`src/rtl/irq_sum_pkg.sv`:
```
package irq_sum_pkg;
    localparam int NUM_LINES = 8;
    localparam int REG_W     = 2 * NUM_LINES;

    typedef enum logic [2:0] {
        LN_MSG   = 3'd0,
        LN_PROT  = 3'd1,
        LN_CHI   = 3'd2,
        LN_WKUP  = 3'd3,
        LN_FIFOB = 3'd4,
        LN_FIFOA = 3'd5,
        LN_RXB   = 3'd6,
        LN_TXB   = 3'd7
    } line_e;

    typedef struct packed {
        logic [NUM_LINES-1:0] en;
        logic [NUM_LINES-1:0] flag;
    } gword_t;

    // Lines whose flag is latched from an event and cleared by writing one.
    localparam logic [NUM_LINES-1:0] EVT_MASK = 8'b0011_1000;

    function automatic logic is_event_line(input int idx);
        return EVT_MASK[idx];
    endfunction
endpackage

```
`src/rtl/irq_or_reduce.sv`:
```
module irq_or_reduce #(
    parameter int N = 4
) (
    input  logic [N-1:0] src_flag,
    input  logic [N-1:0] src_en,
    output logic         summary
);
    logic [N-1:0] masked;

    for (genvar k = 0; k < N; k++) begin : g_mask
        assign masked[k] = src_flag[k] & src_en[k];
    end

    assign summary = |masked;
endmodule

```
`src/rtl/irq_evt_latch.sv`:
```
module irq_evt_latch (
    input  logic clk,
    input  logic rst,
    input  logic evt,
    input  logic sw_clr,
    output logic flag
);
    always_ff @(posedge clk) begin
        if (rst)         flag <= 1'b0;
        else if (evt)    flag <= 1'b1;
        else if (sw_clr) flag <= 1'b0;
    end

    AST_EVT_WINS: assert property (@(posedge clk) disable iff (rst)
        evt |=> flag);
    AST_CLR_TAKES: assert property (@(posedge clk) disable iff (rst)
        (sw_clr && !evt) |=> !flag);
    AST_IDLE_HOLD: assert property (@(posedge clk) disable iff (rst)
        (!sw_clr && !evt) |=> flag == $past(flag));
endmodule

```
`src/rtl/irq_out_stage.sv`:
```
module irq_out_stage #(
    parameter int W = 8
) (
    input  logic         clk,
    input  logic         rst,
    input  logic [W-1:0] flag,
    input  logic [W-1:0] en,
    output logic [W-1:0] irq
);
    always_ff @(posedge clk) begin
        if (rst) irq <= '0;
        else     irq <= flag & en;
    end
endmodule

```
`src/rtl/irq_summary_reg.sv`:
```
module irq_summary_reg
    import irq_sum_pkg::*;
#(
    parameter int               SRC_N    = 4,
    parameter int               ADDR_W   = 8,
    parameter logic [ADDR_W-1:0] REG_ADDR = 8'h16
) (
    input  logic                 clk,
    input  logic                 rst,
    input  logic                 bus_sel,
    input  logic                 bus_wr,
    input  logic [ADDR_W-1:0]    bus_addr,
    input  logic [REG_W-1:0]     bus_wdata,
    output logic [REG_W-1:0]     bus_rdata,
    input  logic [SRC_N-1:0]     msg_src_flag,
    input  logic [SRC_N-1:0]     msg_src_en,
    input  logic [SRC_N-1:0]     prot_src_flag,
    input  logic [SRC_N-1:0]     prot_src_en,
    input  logic [SRC_N-1:0]     chi_src_flag,
    input  logic [SRC_N-1:0]     chi_src_en,
    input  logic [SRC_N-1:0]     rxb_src_flag,
    input  logic [SRC_N-1:0]     rxb_src_en,
    input  logic [SRC_N-1:0]     txb_src_flag,
    input  logic [SRC_N-1:0]     txb_src_en,
    input  logic                 ev_wakeup,
    input  logic                 ev_fifo_b,
    input  logic                 ev_fifo_a,
    output logic [NUM_LINES-1:0] irq_req
);
    logic                 addr_hit, wr_hit, rd_hit;
    logic [NUM_LINES-1:0] en_q;
    logic [NUM_LINES-1:0] flag_vec;
    logic [NUM_LINES-1:0] clr_vec;
    gword_t               word;

    assign addr_hit = bus_sel && (bus_addr == REG_ADDR);
    assign wr_hit   = addr_hit && bus_wr;
    assign rd_hit   = addr_hit && !bus_wr;
    assign clr_vec  = {NUM_LINES{wr_hit}} & bus_wdata[NUM_LINES-1:0] & EVT_MASK;

    // Enable half of the word
    always_ff @(posedge clk) begin
        if (rst)         en_q <= '0;
        else if (wr_hit) en_q <= bus_wdata[REG_W-1:NUM_LINES];
    end

    // Per-line flag source
    for (genvar i = 0; i < NUM_LINES; i++) begin : g_line
        if (is_event_line(i)) begin : g_evt
            logic evt_in;
            if (i == int'(LN_WKUP)) begin : g_w
                assign evt_in = ev_wakeup;
            end else if (i == int'(LN_FIFOB)) begin : g_b
                assign evt_in = ev_fifo_b;
            end else begin : g_a
                assign evt_in = ev_fifo_a;
            end
            irq_evt_latch u_latch (
                .clk    (clk),
                .rst    (rst),
                .evt    (evt_in),
                .sw_clr (clr_vec[i]),
                .flag   (flag_vec[i])
            );
        end else begin : g_sum
            logic [SRC_N-1:0] sf, se;
            if (i == int'(LN_MSG)) begin : g_m
                assign sf = msg_src_flag;  assign se = msg_src_en;
            end else if (i == int'(LN_PROT)) begin : g_p
                assign sf = prot_src_flag; assign se = prot_src_en;
            end else if (i == int'(LN_CHI)) begin : g_c
                assign sf = chi_src_flag;  assign se = chi_src_en;
            end else if (i == int'(LN_RXB)) begin : g_r
                assign sf = rxb_src_flag;  assign se = rxb_src_en;
            end else begin : g_t
                assign sf = txb_src_flag;  assign se = txb_src_en;
            end
            irq_or_reduce #(.N(SRC_N)) u_red (
                .src_flag (sf),
                .src_en   (se),
                .summary  (flag_vec[i])
            );
        end
    end

    assign word.flag = flag_vec;
    assign word.en   = en_q;
    assign bus_rdata = rd_hit ? word : '0;

    irq_out_stage #(.W(NUM_LINES)) u_out (
        .clk  (clk),
        .rst  (rst),
        .flag (flag_vec),
        .en   (en_q),
        .irq  (irq_req)
    );

    AST_EN_STABLE: assert property (@(posedge clk) disable iff (rst)
        !wr_hit |=> $stable(en_q));
    AST_EN_LOAD: assert property (@(posedge clk) disable iff (rst)
        wr_hit |=> en_q == $past(bus_wdata[REG_W-1:NUM_LINES]));
    AST_IRQ_LATENCY: assert property (@(posedge clk) disable iff (rst)
        1'b1 |=> irq_req == ($past(flag_vec) & $past(en_q)));
    AST_IRQ_MASKED: assert property (@(posedge clk) disable iff (rst)
        1'b1 |=> (irq_req & ~$past(en_q)) == '0);
    AST_RD_QUIET: assert property (@(posedge clk) disable iff (rst)
        !rd_hit |-> bus_rdata == '0);
endmodule

```
`config.mk`:
```
export PLATFORM = sky130hd
export DESIGN_NAME = irq_summary_reg
export DESIGN_NICKNAME = d
export VERILOG_FILES = /design/src/rtl/irq_sum_pkg.sv /design/src/rtl/irq_or_reduce.sv /design/src/rtl/irq_evt_latch.sv /design/src/rtl/irq_out_stage.sv /design/src/rtl/irq_summary_reg.sv
export SDC_FILE = /design/constraint.sdc
export NUM_CORES = 1
export LEC_CHECK = 0
export ABC_AREA = 1
export ABC_CLOCK_PERIOD_IN_PS = 1060
export BUFFER_PORTS_ARGS = -buffer_cell sky130_fd_sc_hd__buf_2
export CORE_MARGIN = 4
export CORE_UTILIZATION = 37
export CTS_BUF_LIST = sky130_fd_sc_hd__clkbuf_8
export DETAILED_ROUTE_END_ITERATION = 10
export PLACE_DENSITY = 0.82
export SYNTH_ARGS = -nofsm -noshare
export SYNTH_HDL_FRONTEND = slang
export SYNTH_SLANG_ARGS = --single-unit
```
`constraint.sdc`:
```
create_clock -name clk -period 1.06 [get_ports clk]
set_input_delay 0.053 -clock clk [delete_from_list [all_inputs] [get_ports clk]]
set_output_delay 0.053 -clock clk [all_outputs]
set_load 0.03 [all_outputs]
```
==> metrics.md, run 1 <==
| Metric | Value |
|---|---|
| Net switching power figure | 0.000344 W |
| Clk_lat worst skew | 0.25 ns |
| Ports | 95 |
| Yosys top cell area share | 39.1% |
| Maximum vdd drop | 0.640 mV |
| Core Region | 2500 um^2 |
| CP peak stage delay | 0.28 ns |
| Cell Rows | 18 |
| CP startpoint kind | primary input |
| Clock transition at path regs | 0.06 ns |
| Yosys cell types | 17 |
| Simple-gate share of the synthesized area | 40.4% |
| Tmin final | 1.22 ns |
| Antenna violations before repair | 0 |
| Final Hold Viols | 0 |
| Register area | 380 um^2 |
| Main combinational cell family by area after synthesis | simple AND/OR/NAND/NOR gates |
| Worst hold path class | primary input to register |
| ANT nets after route | 0 |
| CTS H-tree depth | 1 |
| Synth top area cells | dfxtp_1 39%, nor2_4 12%, nor2_1 10% |
| Mapped Cells | 132 |
| Total Wirelength | 3.22 mm |
| Crit end category | primary output |
| Net Sw Frac | 23.4% |
| Clock tree buffer depth | 2 |
| Power Density | 812 nW/um^2 |
| Die W | 59.3 um |
| Post-synthesis mux area share | 0% |
| Max-slew headroom | 61.2% |
| Clock Root Buffer | clkbuf_8 |
| CTS Buf Count | 3 |
| DP Worst Slack | -0.185 ns |
| Worst-Margin Slew | 0.583 ns |
| Worst Path Required | 1.01 ns |
| Max Slew Vio Count | 0 |
| Post-DR wirelength/cell | 12.2 um |
| Via-to-Cell Ratio | 4.67 |
| DRC | 0 |
| Final #Nets | 306 |
| Flop pwr share | 49.5% |
| RSZ-0062 raised after global routing | true |
| #FFs+latches synth | 19 |
| Combinational group share of total power | 17.7% |
| Die height | 59.3 um |
| Fillers | 220 |
| First-pass GRT wire length | 4.91 mm |
| Total gr overflow | 0 |
| Gr usage total | 18.2% |
| Synth warnings | 0 |
| Complex-gate fraction of the synthesized area | 9.64% |
| Worst EP arrival | 1.17 ns |
| LEAKAGE | 0.869 nW |
| Post-Synth Adder-Cell Area | 0% |
| Cell Int Power | 0.00113 W |
| Vias in the first global route | 1212 |
| Fmax | 819 MHz |
| Layout cell share with drive strength beyond 1 | 55.6% |
| Clk network pwr share | 32.8% |
| Register area share after synthesis | 39.1% |
| Violated checks | setup timing |
| Syn_nets | 203 |
| Crit path cell chain | buf_6, nor2_4, nand2_2, nand3b_1, or2_4, buf_16, nor2_4, buf_6 |
| Detailed Place HPWL | 2.35 mm |
| Worst Setup Path Type | primary input to primary output |
| Largest net degree at the start of global routing | 12 |
| Port bufs | 89 |
| Final worst-path cycle share | 115% |
| Vias | 1232 |
| Setup ws final | -0.161 ns |
| TritonCTS sink count | 19 |
| Router iterations before antenna repair | 3 |
| Area of the multi-input gates | 582 um^2 |
| Worst path slowest cell | or2_4 |
| Mapped Area | 973 um^2 |
| Mean area per synthesized cell | 7.37 um^2 |
| Post-synthesis xor/xnor area fraction | 0% |
| RD Place Congestion | 0.733 |
| Final clock skew | 0.00539 ns |
| Initial DRC count | 10 |
| Final cell utilization of the core | 72.4% |
| Worst-path maximum fanout | 8 |
| Starting density of the core | 38.9% |
| # diodes | 0 |
| CTS tree | yes |
| Die area | 3520 um^2 |
| Yosys top cell by area | dfxtp_1 |
| Max-Cap Viols | 0 |
| # setup viols final | 16 |
| Layout area overhead | 86.0% |
| Status | complete, but fails checks |
-- stage by stage --
stage | instance area, um^2 | TNS, ns | hold slack (ns) | cells | power, W
2_1_floorplan | 981 | -0.506 | 0.163 | 132 | 0.000824
3_3_place_gp | 1490 | -3.41 | 0.251 | 255 | 0.000967
3_5_place_dp | 1490 | -3.76 | 0.254 | 255 | 0.000972
4_1_cts | 1790 | -2.04 | 0.0363 | 265 | 0.00147
5_1_grt | 1810 | -3.21 | 0.0495 | 264 | 0.00157
6_report | 1810 | -2.22 | 0.0419 | 264 | 0.00147
-- cell usage after synthesis --
library cell and number:
nand2_1 23, buf_6 1, clkbuf_1 1, nor3_1 8, nand4_1 3, dfxtp_1 19, buf_12 1, a221oi_1 5
nor2_4 10, a21oi_1 2, nor2_1 27, nand3b_1 1, inv_1 19, o21ai_0 8, or2_1 1, nor3_2 1
nand3_1 2
-- final cells by class --
type / instances / area share (%)
timing repair buffer: 101 / 38.3
clock buffer: 3 / 2.28
tap: 30 / 2.07
sequential: 19 / 21.0
inverter: 19 / 3.94
multi-input combinational: 91 / 32.1
clock inverter: 1 / 0.276
-- final timing paths --
path	startpoint	depth (start not counted)	slack, ns	to
hold reg to reg	g_line[3].g_evt.u_latch.flag	2	0.47	g_line[3].g_evt.u_latch.flag
hold / removal	ev_fifo_b	3	0.04	g_line[4].g_evt.u_latch.flag
setup / recovery	bus_addr[7]	8	-0.16	bus_rdata[11]
setup reg to reg	en_q[7]	2	0.37	u_out.irq[7]
-- critical path: cells and delay by family --
| kind | cells | cell delay [ns] |
|---|---|---|
| AND/OR/NAND/NOR | 5 | 0.71 |
| buffers and inverters | 3 | 0.41 |
-- cell families after synthesis --
group           count (synthesis)
buf+inv                        22
compound gates                 15
simple gates                   76
flops                          19
-- state kept, by name, summed over array words and instances, names as in the netlist --
signal                     flops
en_q                           8
u_out.irq                      8
g_line.g_evt.u_latch.flag      3
-- layer usage --
metal | up-vias | routed length (um) | GRT usage [%]
met4 | 0 | 57 | 6.80
met5 | - | 0 | 0
met1 | 550 | 1090 | 18.3
met2 | 52 | 1810 | 36.7
li1 | 624 | - | -
met3 | 6 | 267 | 2.61
-- power by group through the flow --
stage / Combinational [W] / Clock (W) / Sequential [W]
final: 0.000260 / 0.000483 / 0.000728
after global placement: 0.000223 / 0 / 0.000744
after floorplan: 0.0000806 / 0 / 0.000743
after CTS: 0.000250 / 0.000497 / 0.000728
after global routing: 0.000288 / 0.000550 / 0.000729
after detailed placement: 0.000228 / 0 / 0.000744
-- placed cells by master, fill, tap and decap left out, types with 2 or more instances in the layout --
cell	synthesis	final
nand2_1	23	21
nand4_1	3	3
inv_1	19	18
nor2_4	10	20
buf_2	0	70
a221oi_1	5	5
clkbuf_8	0	3
nor3_1	8	8
buf_4	0	8
o21ai_0	8	7
nor2_1	27	17
dfxtp_1	19	19
nand2_2	0	2
buf_6	1	20
a21oi_1	2	2
-- timing repair --
item	CTS	global route
setup buffers	4	1
gates resized for setup	54	8
pin swaps	5	7
cloned	1	0
endpoints found under the hold margin	1	0
hold buffers	1	0
setup endpoints to repair	16	24
Power figures use the tool's default switching activity.
==> run 2: changes to the inputs <==
Settings changed: CORE_ASPECT_RATIO from default to 1.75, SKIP_LAST_GASP from default to 1.
==> metrics.md, run 2 (synthesis gave the netlist of run 1 again) <==
| Metric | Value |
|---|---|
| Vias | 1179 (-4.3%) |
| CP startpoint kind | primary input |
| Largest net degree at the start of global routing | 12 (unchanged) |
| Total gr overflow | 0 (unchanged) |
| Flop pwr share | 49.1% (-0.4 points) |
| Worst path slowest cell | or2_4 |
| Fmax | 826 MHz (+0.86%) |
| Gr usage total | 18.7% (+0.43 points) |
| Worst Hold Launch | ev_fifo_b |
| Starting density of the core | 39.1% (+0.12 points) |
| Antenna violations before repair | 0 (unchanged) |
| DP Worst Slack | -0.196 ns (-0.0113 ns) |
| Layout area overhead | 82.3% |
| Clock tree buffer depth | 2 (unchanged) |
| Worst-Margin Slew | 0.552 ns (-0.0308 ns) |
| CTS H-tree depth | 1 (unchanged) |
| Final #Nets | 306 (unchanged) |
| Max Slew Vio Count | 0 (unchanged) |
| Commonest cells after routing, fill and taps aside | 69 x buf_2, 21 x nand2_1, 20 x buf_6, 19 x nor2_1, 19 x dfxtp_1 |
| Worst hold path class | primary input to register |
| Status | complete, but fails checks |
| Worst-path maximum fanout | 8 (unchanged) |
| Post-DR wirelength/cell | 12.8 um (+5.2%) |
| Final worst-path cycle share | 114% (-0.98 points) |
| Die height | 75.9 um (+28%) |
| Layout cell share with drive strength beyond 1 | 54.7% (-0.85 points) |
| Worst Setup Path Type | primary input to primary output |
| Hold Path Depth | 3 (unchanged) |
| # diodes | 0 (unchanged) |
| # setup viols final | 16 (unchanged) |
| Clock Root Buffer | clkbuf_8 |
| Clk network pwr share | 33.0% (+0.2 points) |
| Vias in the first global route | 1168 (-3.6%) |
| Net switching power figure | 0.000357 W (+3.9%) |
| RD Place Congestion | 0.717 (-2.2%) |
| Ports | 95 (unchanged) |
| Total power | 0.00148 W (+0.92%) |
| Combinational group share of total power | 17.9% (+0.2 points) |
| Reg2Reg Setup Slack | 0.36 ns (about the same) |
| Die area | 3550 um^2 (+0.93%) |
| LEAKAGE | 0.868 nW (about the same) |
| Violated checks | setup timing |
| Crit path cell chain | buf_6, nor2_4, nand2_2, nand3b_1, or2_4, buf_12, nor2_4, buf_6 |
| Via-to-Cell Ratio | 4.53 (-2.8%) |
| Critical Path Start | bus_addr[6] |
| Crit end category | primary output |
| Core Region | 2490 um^2 (-0.30%) |
| Final clock skew | 0.00247 ns (-0.00293 ns) |
| Worst EP arrival | 1.16 ns (about the same) |
| Cell Rows | 24 (+6) |
| Worst hold endpoint | g_line[4].g_evt.u_latch.flag |
| ANT nets after route | 0 (unchanged) |
| Worst Path Required | 1.01 ns (about the same) |
| Port bufs | 89 (unchanged) |
| CTS tree | yes |
| Worst r2r src | en_q[5] |
| Final Non-Filler Cells | 260 (-1.5%) |
| Max-slew headroom | 63.2% (+2.1 points) |
| Die W | 46.8 um (-21%) |
| Total Wirelength | 3.34 mm (+3.6%) |
| Initial DRC count | 18 (+8) |
| R2R Path End | u_out.irq[5] |
| Final cell utilization of the core | 71.2% (-1.2 points) |
| Setup ws final | -0.151 ns (+0.0104 ns) |
| CTS Buf Count | 3 (unchanged) |
| TritonCTS sink count | 19 (unchanged) |
| Worst Reg-to-Reg Cells | 2 (unchanged) |
| Top Registers | en_q: 8 flops, u_out.irq: 8 flops, g_line.g_evt.u_latch.flag: 3 flops |
| Clock transition at path regs | 0.07 ns (about the same) |
| Cell Int Power | 0.00113 W (about the same) |
| DRC | 0 (unchanged) |
| CP peak stage delay | 0.28 ns (about the same) |
| Worst Hold Slack | 0.0415 ns (-0.000422 ns) |
| Net Sw Frac | 24.1% (+0.68 points) |
| Tmin final | 1.21 ns (-0.0104 ns) |
| Clk_lat worst skew | 0.25 ns (about the same) |
| Met3 WL | 176 um (-34%) |
| First-pass GRT wire length | 4.86 mm (-0.98%) |
| Most common cell after layout, fill and taps aside | buf_2 |
| RSZ-0062 raised after global routing | true |
| Router iterations before antenna repair | 4 (+1) |
| Power Density | 836 nW/um^2 (+3.0%) |
| Maximum vdd drop | 0.678 mV (+6.1%) |
| Wl on met1 | 1.04 mm (-4.2%) |
| DP Cell Count | 252 (-1.2%) |
| Final Hold Viols | 0 (unchanged) |
| Detailed Place HPWL | 2.43 mm (+3.4%) |
| Met2 WL | 2.08 mm (+15%) |
| Highest Signal Layer | met4 |
| Max-Cap Viols | 0 (unchanged) |
-- run 2: changes by cell type in the layout (fill, tap and decap cells not counted), moves of 2 or more --
cell | before | now
o21ai_0 | 7 | 0
o21ai_1 | 1 | 8
nor2_4 | 20 | 16
nor2_1 | 17 | 19
nor2_2 | 0 | 2
-- run 2: cell type report --
cell class / count / area [um^2]
Clock buffer: 3 / 41.3
Clock inverter: 1 / 3.75
Fill cell: 215 / 718
Inverter: 19 / 71.3
Multi-Input combinational cell: 91 / 549
Sequential cell: 19 / 380
Tap cell: 26 / 32.5
Timing Repair Buffer: 101 / 696
-- run 2: what timing repair did --
action                                  in CTS  in global routing
pin swaps                                    4                  5
endpoints found under the setup margin      16                 24
buffers inserted                             2                  0
resized for setup                           45                 18
hold buffers                                 1                  0
cloned                                       1                  0
endpoints found under the hold margin        1                  0
-- run 2: worst max path at each step --
stage                               end  slack, ns  cells past startpoint
after floorplan            bus_rdata[0]      -0.08                      6
after global placement    bus_rdata[13]      -0.16                      8
final                     bus_rdata[14]      -0.15                      8
after CTS                 bus_rdata[13]      -0.14                      8
after detailed placement  bus_rdata[11]      -0.20                      8
after global routing      bus_rdata[14]      -0.21                      8
-- run 2: routing by layer --
layer / track usage (%) / up-vias
met3: 0.236 / 2
li1: - / 624
met5: 0 / -
met2: 38.9 / 42
met4: 6.46 / 0
met1: 18.0 / 511
-- run 2: metrics by stage --
step | area [um^2] | TNS, ns
2_1_floorplan | 981 | -0.506
3_3_place_gp | 1500 | -3.39
3_5_place_dp | 1500 | -4.01
4_1_cts | 1740 | -2.15
5_1_grt | 1770 | -3.41
6_report | 1770 | -2.08
-- run 2: power by group through the flow --
stage	Combinational, W	Sequential (W)	Clock, W
floorplan	0.0000806	0.000743	0
global placement	0.000226	0.000744	0
detailed placement	0.000231	0.000744	0
CTS	0.000246	0.000728	0.000504
global route	0.000293	0.000729	0.000520
finish	0.000265	0.000729	0.000490
-- run 2: worst max-delay path: cells and delay by family --
kind,cells,cell delay (ns)
buffers and inverters,3,0.38
and+or+nand+nor,5,0.71
==> run 3: changes to the inputs <==
--- a/constraint.sdc
+++ b/constraint.sdc
@@ -3,2 +3,2 @@
 set_output_delay 0.053 -clock clk [all_outputs]
-set_load 0.03 [all_outputs]
+set_load 0.01 [all_outputs]
==> metrics.md, run 3 (synthesis gave the netlist of run 1 again) <==
| Metric | Value |
|---|---|
| Worst Hold Slack | 0.00638 ns (-0.0351 ns) |
| Worst-Margin Slew | 0.525 ns (-0.0270 ns) |
| Die area | 3550 um^2 (unchanged) |
| Combinational group share of total power | 17.1% (-0.8 points) |
| Tmin final | 1.21 ns (-0.00228 ns) |
| Fillers | 233 (+8.4%) |
| # diodes | 0 (unchanged) |
| Die W | 46.8 um (unchanged) |
| Final #Nets | 304 (-0.65%) |
| DRC | 0 (unchanged) |
| Power Density | 858 nW/um^2 (+2.6%) |
| Final worst-path cycle share | 114% (-0.22 points) |
| Worst-path maximum fanout | 7 (-1) |
| Hold Path Depth | 3 (unchanged) |
| Port bufs | 89 (unchanged) |
| Final clock skew | 0.00279 ns (+0.000329 ns) |
| Worst Path Required | 1.01 ns (about the same) |
| CP startpoint kind | primary input |
| Clock transition at path regs | 0.07 ns (about the same) |
| ANT nets after route | 0 (unchanged) |
| Layout area overhead | 74.7% |
| Top Registers | en_q: 8 flops, u_out.irq: 8 flops, g_line.g_evt.u_latch.flag: 3 flops |
| Worst hold path class | primary input to register |
| Final Non-Filler Cells | 258 (-0.77%) |
| Detailed Place HPWL | 2.42 mm (-0.34%) |
| Commonest cells after routing, fill and taps aside | 74 x buf_2, 23 x nor2_1, 21 x nand2_1, 19 x inv_1, 19 x dfxtp_1 |
| Worst Reg-to-Reg Cells | 2 (unchanged) |
| Net Sw Frac | 23.3% (-0.82 points) |
| Core Region | 2490 um^2 (unchanged) |
| CTS H-tree depth | 1 (unchanged) |
| Die height | 75.9 um (unchanged) |
| Worst EP arrival | 1.16 ns (about the same) |
| CTS tree | yes |
| Worst path slowest cell | or2_4 |
| RSZ-0062 raised after global routing | true |
| Cell Rows | 24 (unchanged) |
| Clk network pwr share | 33.0% (about the same) |
| Flop pwr share | 49.9% (+0.8 points) |
| WP buf/inv | 3 (unchanged) |
| Setup TNS Final | -1.99 ns (+0.0876 ns) |
| Cell Int Power | 0.00112 W (-0.58%) |
| Fmax | 827 MHz (+0.19%) |
| Post-DR wirelength/cell | 11.9 um (-7.6%) |
| Worst Setup Path Type | primary input to primary output |
| Maximum vdd drop | 0.766 mV (+13%) |
| Vias | 1184 (+0.42%) |
| Final Hold Viols | 0 (unchanged) |
| Most common cell after layout, fill and taps aside | buf_2 |
| Crit path cell chain | buf_6, nor2_4, nand2_2, nand3b_1, or2_4, buf_16, nor2_4, buf_6 |
| Ports | 95 (unchanged) |
| Layout cell share with drive strength beyond 1 | 52.6% (-2.1 points) |
| Hold buffers post-CTS | 0 (-1) |
| Gr usage total | 17.9% (-0.74 points) |
| Status | complete, but fails checks |
| Max Slew Vio Count | 0 (unchanged) |
| Net switching power figure | 0.000339 W (-5.0%) |
| Max-Cap Viols | 0 (unchanged) |
| TritonCTS sink count | 19 (unchanged) |
| Max-slew headroom | 65.0% (+1.8 points) |
| Clk_lat worst skew | 0.25 ns (about the same) |
| Top Family by Delay on Critical Path | simple AND/OR/NAND/NOR gates |
| # setup viols final | 16 (unchanged) |
| Total Wirelength | 3.06 mm (-8.3%) |
| Clock Root Buffer | clkbuf_8 |
| Total gr overflow | 0 (unchanged) |
| Vias in the first global route | 1184 (+1.4%) |
| DP Worst Slack | -0.143 ns (+0.0526 ns) |
| Largest net degree at the start of global routing | 12 (unchanged) |
| Setup ws final | -0.149 ns (+0.00228 ns) |
| Post-CTS setup buffers | 0 (-2) |
| CP peak stage delay | 0.31 ns (+0.03 ns) |
| RD Place Congestion | 0.761 (+6.1%) |
| LEAKAGE | 0.854 nW (-1.7%) |
| Router iterations before antenna repair | 4 (unchanged) |
| CTS Buf Count | 3 (unchanged) |
| Initial DRC count | 10 (-8) |
| Antenna violations before repair | 0 (unchanged) |
| WP depth | 8 (unchanged) |
| Via-to-Cell Ratio | 4.59 (+1.2%) |
| First-pass GRT wire length | 4.78 mm (-1.6%) |
| Violated checks | setup timing |
| DP Cell Count | 253 (+0.40%) |
| Clock tree buffer depth | 2 (unchanged) |
| Starting density of the core | 39.1% (unchanged) |
| Crit end category | primary output |
| Final cell utilization of the core | 68.2% (-3.0 points) |
## run 3: cell count changes in the layout (fill, tap and decap cells not counted), sizes merged
cell	delta
buf	-1
dlygate4sd3	-1
## run 3: area by class of cell
cell class,instances,area [um^2],area share (%)
Tap cell,26,32.5,1.91
Timing Repair Buffer,99,647,38.0
Clock buffer,3,41.3,2.43
Clock inverter,1,3.75,0.221
Inverter,19,71.3,4.19
Sequential cell,19,380,22.4
Multi-Input combinational cell,91,524,30.8
## run 3: worst reg2reg max path: stages, from the launching register on
cell	delay [ns]
dfxtp_1	0.34
inv_1	0.09
nor3_1	0.16
## run 3: routing by layer
layer | track usage (%) | up-vias | wire (um)
met3 | 0.236 | 2 | 180
met4 | 3.69 | 0 | 27
met2 | 37.8 | 41 | 1890
li1 | - | 619 | -
met1 | 17.9 | 522 | 967
met5 | 0 | - | 0
## run 3: power by group through the flow
stage | clock network (W) | registers (W) | logic [W]
after detailed placement | 0 | 0.000744 | 0.000229
after CTS | 0.000486 | 0.000728 | 0.000239
final | 0.000482 | 0.000728 | 0.000250
after floorplan | 0 | 0.000743 | 0.0000790
after global placement | 0 | 0.000744 | 0.000225
after global routing | 0.000512 | 0.000728 | 0.000282
## run 3: repair_timing
action                     4_1_cts  5_1_grt
gates cloned                     1        0
pin swaps                        2        4
setup endpoints to repair       16       24
gates resized for setup         14       15
## run 3: worst paths after layout
check | startpoint | endpoint | slack [ns]
worst min-delay path | ev_wakeup | g_line[3].g_evt.u_latch.flag | 0.006
worst max register to register | g_line[5].g_evt.u_latch.flag | u_out.irq[5] | 0.39
worst min register to register | en_q[7] | u_out.irq[7] | 0.47
worst max-delay path | bus_addr[7] | bus_rdata[5] | -0.15
## run 3: through the flow
stage               cell area [um^2]  power, W
finish                          1700   0.00146
global placement                1500  0.000968
CTS                             1630   0.00145
floorplan                        973  0.000822
global route                    1700   0.00152
detailed placement              1500  0.000973
